`src/rtl/dbg_halt_pkg.sv`:
```
// Package: shared types for the debug halt controller.
// Assumes: cause codes are visible to debug logic and must stay stable.
package dbg_halt_pkg;

    typedef enum logic [2:0] {
        CAUSE_NONE   = 3'd0,
        CAUSE_FAULT  = 3'd1,
        CAUSE_HWBRK  = 3'd2,
        CAUSE_HALTOP = 3'd3,
        CAUSE_EXTBRK = 3'd4
    } halt_cause_e;

    localparam logic [3:0] PST_RUN    = 4'h0;
    localparam logic [3:0] PST_HALTED = 4'hF;

    // Bit positions inside the pending vector
    localparam int PEND_HW = 0;
    localparam int PEND_BK = 1;
    localparam int PEND_N  = 2;

endpackage

```
`src/rtl/dbg_rst_window.sv`:
```
// Module: post-reset timing. Counts edges after reset release and saturates.
// busy_o is high during the hold-off interval; win_o is high during the
// shorter breakpoint window at its start.
// Assumes: WIN_CYC <= HOLD_CYC, synchronous active-low reset.
module dbg_rst_window #(
    parameter int HOLD_CYC = 16,
    parameter int WIN_CYC  = 8
) (
    input  logic clk,
    input  logic rst_n,
    output logic busy_o,
    output logic win_o
);
    localparam int CNT_W = $clog2(HOLD_CYC + 1);
    localparam logic [CNT_W-1:0] HOLD_V = CNT_W'(HOLD_CYC);
    localparam logic [CNT_W-1:0] WIN_V  = CNT_W'(WIN_CYC);

    logic [CNT_W-1:0] cnt_q;

    // Count edges since reset release, stopping at the hold limit
    always_ff @(posedge clk) begin
        if (!rst_n)
            cnt_q <= '0;
        else if (cnt_q != HOLD_V)
            cnt_q <= cnt_q + 1'b1;
    end

    // Decode both windows from the edge count
    always_comb begin
        busy_o = (cnt_q < HOLD_V);
        win_o  = (cnt_q < WIN_V);
    end

    AST_WIN_INSIDE_HOLD: assert property (@(posedge clk) disable iff (!rst_n)
        win_o |-> busy_o);

    AST_HOLD_ENDS_FOR_GOOD: assert property (@(posedge clk) disable iff (!rst_n)
        !busy_o |=> !busy_o);

endmodule

```
`src/rtl/dbg_halt_pend.sv`:
```
// Module: sticky pending-halt flags, one per deferred source.
// Captures a request while capture is enabled and clears every flag when a
// halt is taken. eff_o shows the flag ORed with a request arriving now.
// Assumes: clr_i has priority over a capture in the same cycle.
module dbg_halt_pend #(
    parameter int N = 2
) (
    input  logic         clk,
    input  logic         rst_n,
    input  logic         cap_en_i,
    input  logic         clr_i,
    input  logic [N-1:0] req_i,
    output logic [N-1:0] eff_o
);
    logic [N-1:0] pend_q;

    for (genvar i = 0; i < N; i++) begin : g_flag
        // Hold one pending request until a halt is taken
        always_ff @(posedge clk) begin
            if (!rst_n)
                pend_q[i] <= 1'b0;
            else if (clr_i)
                pend_q[i] <= 1'b0;
            else if (cap_en_i && req_i[i])
                pend_q[i] <= 1'b1;
        end
    end

    // Show stored flags together with requests arriving this cycle
    always_comb eff_o = pend_q | (req_i & {N{cap_en_i}});

    AST_PEND_CLEARED: assert property (@(posedge clk) disable iff (!rst_n)
        clr_i |=> (pend_q == '0));

    AST_PEND_FROZEN: assert property (@(posedge clk) disable iff (!rst_n)
        (!cap_en_i && !clr_i) |=> $stable(pend_q));

endmodule

```
`src/rtl/dbg_halt_arb.sv`:
```
// Module: fixed-priority selection among halt sources.
// Order: fault, sampled hardware breakpoint, HALT instruction, sampled pin.
// Assumes: en_i is low while halted or in boot hold; purely combinational.
module dbg_halt_arb
    import dbg_halt_pkg::*;
#(
    parameter int N = PEND_N
) (
    input  logic         en_i,
    input  logic         fault_i,
    input  logic         op_ok_i,
    input  logic         sample_i,
    input  logic [N-1:0] pend_i,
    output logic         take_o,
    output halt_cause_e  cause_o
);
    // Pick the winning source for this cycle
    always_comb begin
        take_o  = 1'b1;
        cause_o = CAUSE_NONE;
        if (!en_i)
            take_o = 1'b0;
        else if (fault_i)
            cause_o = CAUSE_FAULT;
        else if (sample_i && pend_i[PEND_HW])
            cause_o = CAUSE_HWBRK;
        else if (op_ok_i)
            cause_o = CAUSE_HALTOP;
        else if (sample_i && pend_i[PEND_BK])
            cause_o = CAUSE_EXTBRK;
        else
            take_o = 1'b0;
    end

    always_comb begin
        AST_TAKE_HAS_CAUSE: assert (!take_o || cause_o != CAUSE_NONE);
    end

endmodule

```
`src/rtl/dbg_halt_ctrl.sv`:
```
// Module: debug halt controller top. Holds the halted state, the cause of
// the last halt, the privilege-violation pulse and the emulation-mode bit.
// Runs the reset-time breakpoint window.
// Assumes: inputs are synchronous to clk; GO arrives as a one-cycle strobe.
module dbg_halt_ctrl
    import dbg_halt_pkg::*;
#(
    parameter int HOLD_CYC = 16,
    parameter int WIN_CYC  = 8
) (
    input  logic       clk,
    input  logic       rst_n,
    input  logic       fof_i,
    input  logic       hwbp_i,
    input  logic       halt_insn_i,
    input  logic       user_mode_i,
    input  logic       uhe_i,
    input  logic       bkpt_i,
    input  logic       sample_i,
    input  logic       go_i,
    input  logic       emu_wr_i,
    input  logic       emu_wdata_i,
    output logic       halt_o,
    output logic       priv_viol_o,
    output logic [3:0] pst_o,
    output logic       emu_o,
    output logic [2:0] cause_o,
    output logic       boot_hold_o
);
    logic        halt_q, rst_halt_q, priv_q, emu_q;
    halt_cause_e cause_q;
    logic        busy, win_open, run_en, op_ok, op_bad, take, win_take;
    logic [PEND_N-1:0] pend_req, pend_eff;
    halt_cause_e arb_cause;

    dbg_rst_window #(.HOLD_CYC(HOLD_CYC), .WIN_CYC(WIN_CYC)) u_win (
        .clk   (clk),
        .rst_n (rst_n),
        .busy_o(busy),
        .win_o (win_open)
    );

    // Qualify the HALT instruction against privilege and the enable bit
    always_comb begin
        boot_hold_o = busy || rst_halt_q;
        run_en      = !halt_q && !boot_hold_o;
        op_ok       = halt_insn_i && (!user_mode_i || uhe_i);
        op_bad      = halt_insn_i && user_mode_i && !uhe_i;
        win_take    = win_open && bkpt_i && !halt_q;
        pend_req    = '0;
        pend_req[PEND_HW] = hwbp_i;
        pend_req[PEND_BK] = bkpt_i;
    end

    dbg_halt_pend #(.N(PEND_N)) u_pend (
        .clk     (clk),
        .rst_n   (rst_n),
        .cap_en_i(run_en),
        .clr_i   (take),
        .req_i   (pend_req),
        .eff_o   (pend_eff)
    );

    dbg_halt_arb #(.N(PEND_N)) u_arb (
        .en_i    (run_en),
        .fault_i (fof_i),
        .op_ok_i (op_ok),
        .sample_i(sample_i),
        .pend_i  (pend_eff),
        .take_o  (take),
        .cause_o (arb_cause)
    );

    // Halted state, reset-halt flag and cause register
    always_ff @(posedge clk) begin
        if (!rst_n) begin
            halt_q     <= 1'b0;
            rst_halt_q <= 1'b0;
            cause_q    <= CAUSE_NONE;
        end else if (halt_q) begin
            if (go_i) begin
                halt_q     <= 1'b0;
                rst_halt_q <= 1'b0;
            end
        end else if (win_take) begin
            halt_q     <= 1'b1;
            rst_halt_q <= 1'b1;
            cause_q    <= CAUSE_EXTBRK;
        end else if (take) begin
            halt_q  <= 1'b1;
            cause_q <= arb_cause;
        end
    end

    // One-cycle privilege-violation request for a disallowed HALT
    always_ff @(posedge clk) begin
        if (!rst_n)
            priv_q <= 1'b0;
        else
            priv_q <= run_en && op_bad && !take;
    end

    // Emulation-mode bit, writable only during the reset-time halt
    always_ff @(posedge clk) begin
        if (!rst_n)
            emu_q <= 1'b0;
        else if (rst_halt_q && emu_wr_i)
            emu_q <= emu_wdata_i;
    end

    // Drive the outputs from state
    always_comb begin
        halt_o      = halt_q;
        priv_viol_o = priv_q;
        emu_o       = emu_q;
        cause_o     = cause_q;
        pst_o       = halt_q ? PST_HALTED : PST_RUN;
    end

    AST_GO_RELEASES: assert property (@(posedge clk) disable iff (!rst_n)
        (halt_o && go_i) |=> !halt_o);

    AST_GO_NO_EFFECT_RUNNING: assert property (@(posedge clk) disable iff (!rst_n)
        (!halt_o && go_i && !fof_i && !halt_insn_i && !sample_i && !bkpt_i) |=> !halt_o);

    AST_PRIV_NOT_HALTED: assert property (@(posedge clk) disable iff (!rst_n)
        priv_viol_o |-> !halt_o);

    AST_FAULT_IMMEDIATE: assert property (@(posedge clk) disable iff (!rst_n)
        (fof_i && run_en) |=> (halt_o && cause_o == 3'd1));

    AST_HALT_HAS_CAUSE: assert property (@(posedge clk) disable iff (!rst_n)
        $rose(halt_o) |-> (cause_o != 3'd0));

    AST_EMU_LOCKED: assert property (@(posedge clk) disable iff (!rst_n)
        !rst_halt_q |=> $stable(emu_o));

    AST_CAUSE_HELD_HALTED: assert property (@(posedge clk) disable iff (!rst_n)
        (halt_o && $past(halt_o)) |-> $stable(cause_o));

endmodule

```
`config.mk`:
```
export PLATFORM = sky130hd
export DESIGN_NAME = dbg_halt_ctrl
export DESIGN_NICKNAME = d
export VERILOG_FILES = /design/src/rtl/dbg_halt_pkg.sv /design/src/rtl/dbg_rst_window.sv /design/src/rtl/dbg_halt_pend.sv /design/src/rtl/dbg_halt_arb.sv /design/src/rtl/dbg_halt_ctrl.sv
export SDC_FILE = /design/constraint.sdc
export NUM_CORES = 1
export LEC_CHECK = 0
export BUFFER_PORTS_ARGS = -buffer_cell sky130_fd_sc_hd__buf_4
export CAP_MARGIN = 20
export CORE_MARGIN = 10
export CORE_UTILIZATION = 47
export CTS_BUF_LIST = sky130_fd_sc_hd__clkbuf_4 sky130_fd_sc_hd__clkbuf_8 sky130_fd_sc_hd__clkbuf_16
export CTS_CLUSTER_DIAMETER = 120
export CTS_CLUSTER_SIZE = 16
export DETAILED_ROUTE_END_ITERATION = 12
export PLACE_DENSITY = 0.75
export RECOVER_POWER = 100
export SYNTH_ARGS = -nofsm -noshare
export SYNTH_HDL_FRONTEND = slang
export SYNTH_SLANG_ARGS = --single-unit
```
`constraint.sdc`:
```
create_clock -name clk -period 1.7 [get_ports clk]
set_input_delay 0.17 -clock clk [delete_from_list [all_inputs] [get_ports clk]]
set_output_delay 0.17 -clock clk [all_outputs]
set_load 0.05 [all_outputs]
```
; Yosys cells after proc, flatten, opt, wreduce, memory -nomap -nowiden
; Cells that the tools add are included.
[op_classes]
n_addsub = 1
n_lt_le_gt_ge = 2
n_eq_ne = 2
n_mux = 20
bitwise_logic = 4
n_reduce_logical = 25
[op_table]
columns = operator, count
row1 = 3-bit two-way mux, 7
row2 = 1-bit logical AND, 13
row3 = 1-bit two-way mux, 12
row4 = 5-bit by 1-bit adder with 5-bit output (second input constant), 1
row5 = 1-bit zero test, 5
row6 = 5-bit by 4-bit < comparator with 1-bit output (second input constant), 1
row7 = 5-bit < comparator (second input constant), 1
row8 = 5-bit != test (second input constant), 1
row9 = 4-bit two-way mux, 1
row10 = 2-bit AND reduction, 2
row11 = 2-bit nonzero test, 2
row12 = 2-bit bitwise AND, 1
row13 = 1-bit logical OR, 2
row14 = 2-bit != test (second input constant), 1
row15 = 1-bit NOT, 2
row16 = 2-bit OR, 1
row17 = 2-bit OR reduction, 1
[totals]
reg_bits = 14
input_bits = 12
out_inout_bits = 11
elab_cells = 62

; Depth between registers and ports, before layout
[logic_depth]
word_depth = 15
depth_mapped = 6
depth_no_buf = 6

; Modules after synthesis
; Synthesis repeated with hierarchy kept, for this count alone.
[unflattened]
cells_unflattened = 84
area_unflattened_um2 = 749.5
[by_module_without_submodules]
columns = mod, instances, cells_each, area_each_um2, seq_area_each_um2
row1 = dbg_halt_ctrl, 1, 39, 340.3, 140.1
row2 = dbg_rst_window, 1, 28, 266.5, 100.1
row3 = dbg_halt_pend, 1, 7, 81.3, 40.0
row4 = dbg_halt_arb, 1, 10, 61.3, 0.0

; Least setup slack after synthesis
; No wires, ideal clock.
[synth_path]
path_kind = register -> register
startpoint = reg halt_q (netlist: halt_o)
endpoint = reg halt_q (netlist: halt_o)
setup_time_ps = 120
t_arrival_ps = 1637
required_ps = 1580
slack_ps = -56
path_stages_with_launch = 5
n_path_buf = 0
period_less_slack_ps = 1756
path_cell_list = dfxtp_1 -> nor4bb_1 -> o31ai_1 -> a21oi_2 -> o31a_1
[synth_via]
elab_chain_cells = 13
elab_cells_between_ends = 15
cone_classes = mux (8) / bitwise (2) / reduce/logical (5)
[synth_rtl]
columns = item, line
row1 = start: declaration, dbg_halt_ctrl.sv:30  ; logic halt_q, rst_halt_q, priv_q, emu_q;
row2 = start signal: assignment, dbg_halt_ctrl.sv:77  ; halt_q <= 1'b0;
row3 = start signal: assignment, dbg_halt_ctrl.sv:82  ; halt_q <= 1'b0;
row4 = start signal: assignment, dbg_halt_ctrl.sv:86  ; halt_q <= 1'b1;
row5 = 1-bit zero test, "dbg_halt_ctrl.sv:46, dbg_halt_ctrl.sv:49"
row6 = 1-bit logical AND, dbg_halt_ctrl.sv:46  ; run_en = !halt_q && !boot_hold_o;
row7 = 2-bit bitwise AND, dbg_halt_pend.sv:30  ; always_comb eff_o = pend_q | (req_i & {N{cap_en_i}});
row8 = 2-bit OR, dbg_halt_pend.sv:30
row9 = 1-bit logical AND, dbg_halt_arb.sv:29  ; else if (sample_i && pend_i[PEND_BK])
row10 = 1-bit two-way mux, dbg_halt_arb.sv:29
row11 = 1-bit two-way mux, dbg_halt_arb.sv:27  ; else if (op_ok_i)
row12 = 1-bit two-way mux, dbg_halt_arb.sv:25  ; else if (sample_i && pend_i[PEND_HW])
row13 = 1-bit two-way mux, dbg_halt_arb.sv:23  ; else if (fault_i)
row14 = 1-bit two-way mux, dbg_halt_arb.sv:21  ; if (!en_i)
row15 = 1-bit two-way mux, dbg_halt_ctrl.sv:89  ; end else if (take) begin
row16 = 1-bit two-way mux, dbg_halt_ctrl.sv:85  ; end else if (win_take) begin
row17 = 1-bit two-way mux *, dbg_halt_ctrl.sv:80  ; end else if (halt_q) begin
; Every way passes the cells marked *; elsewhere a longest branch is shown, timed or not.
; A chain may end at the register's enable or synchronous reset.

; Worst setup path after layout
[layout_path]
startpoint = reg rst_halt_q
endpoint = reg cause_q[1] (netlist: cause_o[1])
[layout_via]
elab_chain_cells = 13
elab_cells_between_ends = 19
cone_classes = mux (10) / bitwise (2) / reduce/logical (7)
[layout_rtl]
columns = item, line
row1 = start: declaration, dbg_halt_ctrl.sv:30
row2 = start signal: assignment, dbg_halt_ctrl.sv:78  ; rst_halt_q <= 1'b0;
row3 = start signal: assignment, dbg_halt_ctrl.sv:83  ; rst_halt_q <= 1'b0;
row4 = start signal: assignment, dbg_halt_ctrl.sv:87  ; rst_halt_q <= 1'b1;
row5 = 1-bit logical OR *, dbg_halt_ctrl.sv:45  ; boot_hold_o = busy || rst_halt_q;
row6 = 1-bit zero test *, dbg_halt_ctrl.sv:46
row7 = 1-bit logical AND *, dbg_halt_ctrl.sv:46
row8 = 2-bit bitwise AND, dbg_halt_pend.sv:30
row9 = 2-bit OR, dbg_halt_pend.sv:30
row10 = 1-bit logical AND, dbg_halt_arb.sv:29
row11 = 1-bit two-way mux, dbg_halt_arb.sv:29
row12 = 1-bit two-way mux, dbg_halt_arb.sv:27
row13 = 1-bit two-way mux, dbg_halt_arb.sv:25
row14 = 1-bit two-way mux, dbg_halt_arb.sv:23
row15 = 1-bit two-way mux, dbg_halt_arb.sv:21
row16 = 2-bit nonzero test (no source line), -
row17 = 2-bit AND reduction (no source line), -
row18 = end signal: assignment, dbg_halt_ctrl.sv:91  ; cause_q <= arb_cause;
row19 = end: declaration, dbg_halt_ctrl.sv:31  ; halt_cause_e cause_q;
; Every way passes the cells marked *; elsewhere a longest branch is shown, timed or not. The select of a mux whose other input is x is not followed.

==> key figures <==
Status
  – Result of the run: finished, final reports clean

Layout
  – Layout Cells excl Fill: ~120
  – Filler instances: approximately 140
  – Antenna cell count: 0
  – Share of cells above drive strength 1: a little under a quarter
  – Area used by sequential logic in the layout: 282 um^2
  – Area growth from synthesis to layout: 23.1%
  – Area of combinational cells with multiple inputs: 379 um^2
  – Number of nets in the layout: between 100 and 150
  – Final design area excluding fillers: 867 um^2
  – Final design utilization: 64.2%

STA
  – Number of failing hold endpoints at the final stage: 0
  – Fin crit period: ~1.5 ns
  – Max_slew headroom: ~58%
  – Peak clock frequency supported by timing: 655 MHz
  – Setup repair after global routing missed its margin: false
  – Transition time at the pin with the least slew margin: between 0.6 and 0.7 ns
  – Period Utilization, post-route: between 80 and 90%
  – WHS: around 0.14 ns
  – Count of final setup violators: 0
  – Largest clock skew in the final design: 0.000515 ns
  – Accumulated negative setup slack: 0 ns
  – Max-slew violations: 0

Power and ir drop
  – Sw Share: 29.0%
  – Net switching power: between 0.0002 and 0.00025 W
  – Clock network fraction of design power: 32.2%
  – Leakage Power: 0.330 nW
  – Power share of the sequential group: between 40% and 50%
  – Largest voltage drop on the vdd net: ~0.00074 V
  – Pwr per Cell Area: 844 nW/um^2
  – Cell internal power dissipation: just over 0.0005 W
  – Combinational power share: 18.7%

Floorplanning
  – I/O pin count: 23
  – Overall die width: ~60 um
  – Y dimension of the die: 58.7 um
  – Standard-cell rows: 13
  – Area enclosed by the die boundary: roughly 3400 um^2
  – Core area: around 1400 um^2
  – Initial core utilization: a little over half

Routing
  – Vias per Instance: 5.39
  – Routed Wire Length: approximately 1700 um
  – Detail Route Antenna Nets: 0
  – Via total after detailed routing: between 600 and 700
  – Post-detailed-route DRC marker count: 0
  – Violation count after the first detailed-route iteration: 19
  – First drt pass iteration count: 4
  – Routed length per placed instance: approximately 15 um

Synthesis
  – Cell type with the largest total area after synthesis: dfxtp_1
  – Yosys top cell area share: around 40%
  – Combinational family with the most area after synthesis: simple AND/OR/NAND/NOR gates
  – Area contributors post-synth: dfxtp_1 40%, buf_4 4.3%, nand2_1 4.3%
  – Post-Synth Simple-Gate Area: between 20% and 30%
  – Post-Syn Area: a little over 700 um^2
  – Fraction of synthesized cell area in xor and xnor cells: under 10%
  – Total of warnings raised by yosys: 0
  – Synthesized-area fraction occupied by ao, oa, aoi and oai cells: between 10 and 15%
  – Multiplexer share of the synthesized area: approximately 2.8%
  – Proportion of synthesized chip area in sequential cells: about two fifths
  – Mean post-synth cell area: 8.92 um^2
  – Post-synthesis register bit count: 14
  – Number of standard cells after synthesis: about 80
  – Post-synthesis cell type count: 30
  – Total nets after synthesis: just over 90
  – Adder-cell area share of the yosys netlist: roughly 3.6%

Placed design
  – Final Wtd Congestion: around 0.77
  – Detailed-placement wirelength estimate: 1330 um
  – Placed Area: slightly below 900 um^2
  – Cells after DPL: about 110
  – PortBufs: 22

CTS
  – Clock latency at the later pin of the worst-skew pair: roughly 0.28 ns
  – Number of sinks on the clock net: 14
  – Post-CTS Setup Inserts: 0
  – CTS tree: done
  – H-Tree Level Count: 1
  – Clock buffer count from CTS: 3
  – Count of hold buffers inserted by post-cts repair: 0
  – Root Driver: clkbuf_4
  – CTS resizes: 0
  – Longest Clk Path Bufs: 2
  – Clock Pin Slew Worst Setup and Hold Paths: around 0.080 ns

Run
  – Max Cap Viol: 0

Worst setup path
  – Maximum fanout along the worst path: 6
  – Req. time, crit path: 1.91 ns
  – Crit path launch type: register
  – Worst Path Class, Setup: register to register
  – Arrival time reported for the critical path endpoint: roughly 1.7 ns
  – Nature of the critical path endpoint: register

Global route
  – Largest net degree at the start of global routing: 14
  – Leftover overflow at the end of global routing: 0
  – Antenna violations before repair: 0
  – GRT Resource Usage Total: 10.3%
  – Global-route wire length before repair: 2930 um
  – Number of global-route vias before repair: about 670

Hold path
  – Class of the tightest hold or removal check: input port to register
-- per-layer routing --
| metal | track usage [%] | share of wire, % | vias to the layer above |
|---|---|---|---|
| met5 | 0 | 0 | - |
| met4 | 2.30 | 0.47 | 0 |
| met3 | 5.58 | 9.8 | 2 |
| met2 | 15.8 | 43 | 21 |
| met1 | 12.3 | 47 | 284 |
| li1 | - | - | 324 |
-- logic make-up after synthesis --
logic type,after synthesis
flip-flops,14
AO/OA/AOI/OAI,14
adder cells (fa/ha/maj),2
AND/OR/NAND/NOR,35
multiplexers,2
buffers and inverters,8
XOR/XNOR,4
-- through the flow --
step | total power [W] | setup slack, ns
finish | 0.000732 | 0.174
global route | 0.000766 | 0.0371
CTS | 0.000750 | 0.187
detailed placement | 0.000515 | 0.195
global placement | 0.000511 | 0.237
floorplan | 0.000463 | 0.0542
-- final cells by class --
cell class,count,area share [%]
Timing Repair Buffer,24,16.2
Tap cell,15,2.16
Multi-Input combinational cell,57,43.7
Inverter,3,1.30
Clock buffer,4,4.18
Sequential cell,14,32.5
-- final timing paths --
kind	start	cells past startpoint	slack [ns]	end
worst max-delay path	rst_halt_q	4	0.17	cause_o[1]
worst min-delay path	rst_n	2	0.14	halt_o
worst min register to register	emu_o	2	0.47	emu_o
worst max register to register	rst_halt_q	4	0.17	cause_o[1]
-- power groups by stage --
| stage | combinational [W] | sequential (W) | clock, W |
|---|---|---|---|
| floorplan | 0.0000803 | 0.000382 | 0 |
| global placement | 0.000144 | 0.000367 | 0 |
| detailed placement | 0.000147 | 0.000368 | 0 |
| CTS | 0.000148 | 0.000360 | 0.000242 |
| global route | 0.000149 | 0.000363 | 0.000254 |
| finish | 0.000137 | 0.000360 | 0.000235 |
-- state kept, by name, summed over array words and instances, names as in the netlist --
register / flops
cause_o: 3
emu_o: 1
halt_o: 1
priv_viol_o: 1
rst_halt_q: 1
u_pend.pend_q: 2
u_win.cnt_q: 5
-- synth_stat cells --
library cell	instances
dfxtp_1	14
nand2_1	8
nor2_1	7
nand3_1	5
nor3_1	5
a21oi_1	4
buf_4	4
inv_1	3
a31oi_1	2
ha_1	2
mux2i_1	2
nand4b_1	2
nor2b_1	2
xnor2_1	2
xor2_1	2
a2111o_1	1
a21oi_2	1
a221oi_1	1
a22oi_1	1
clkbuf_1	1
nand2b_1	1
nand2b_4	1
nor3b_4	1
nor4b_1	1
nor4bb_1	1
o21ai_0	1
o31a_1	1
o31ai_1	1
o32ai_1	1
or2_2	1
-- worst max-delay path, stage by stage (launching register included) --
cell      delay [ns]
dfxtp_1         0.38
nor4bb_1        0.41
o31ai_1         0.13
a21oi_2         0.31
mux2i_1         0.22
-- placed cells by master, fill, tap and decap left out, types with 3 or more instances in the layout --
| master | instances |
|---|---|
| clkbuf_4 | 3 |
| dfxtp_1 | 13 |
| clkbuf_1 | 10 |
| nand3_1 | 5 |
| buf_4 | 13 |
| nand2_1 | 8 |
| a21oi_1 | 4 |
| nor3_1 | 5 |
| inv_1 | 3 |
| nor2_1 | 7 |
(Power assumes the default switching activity.)
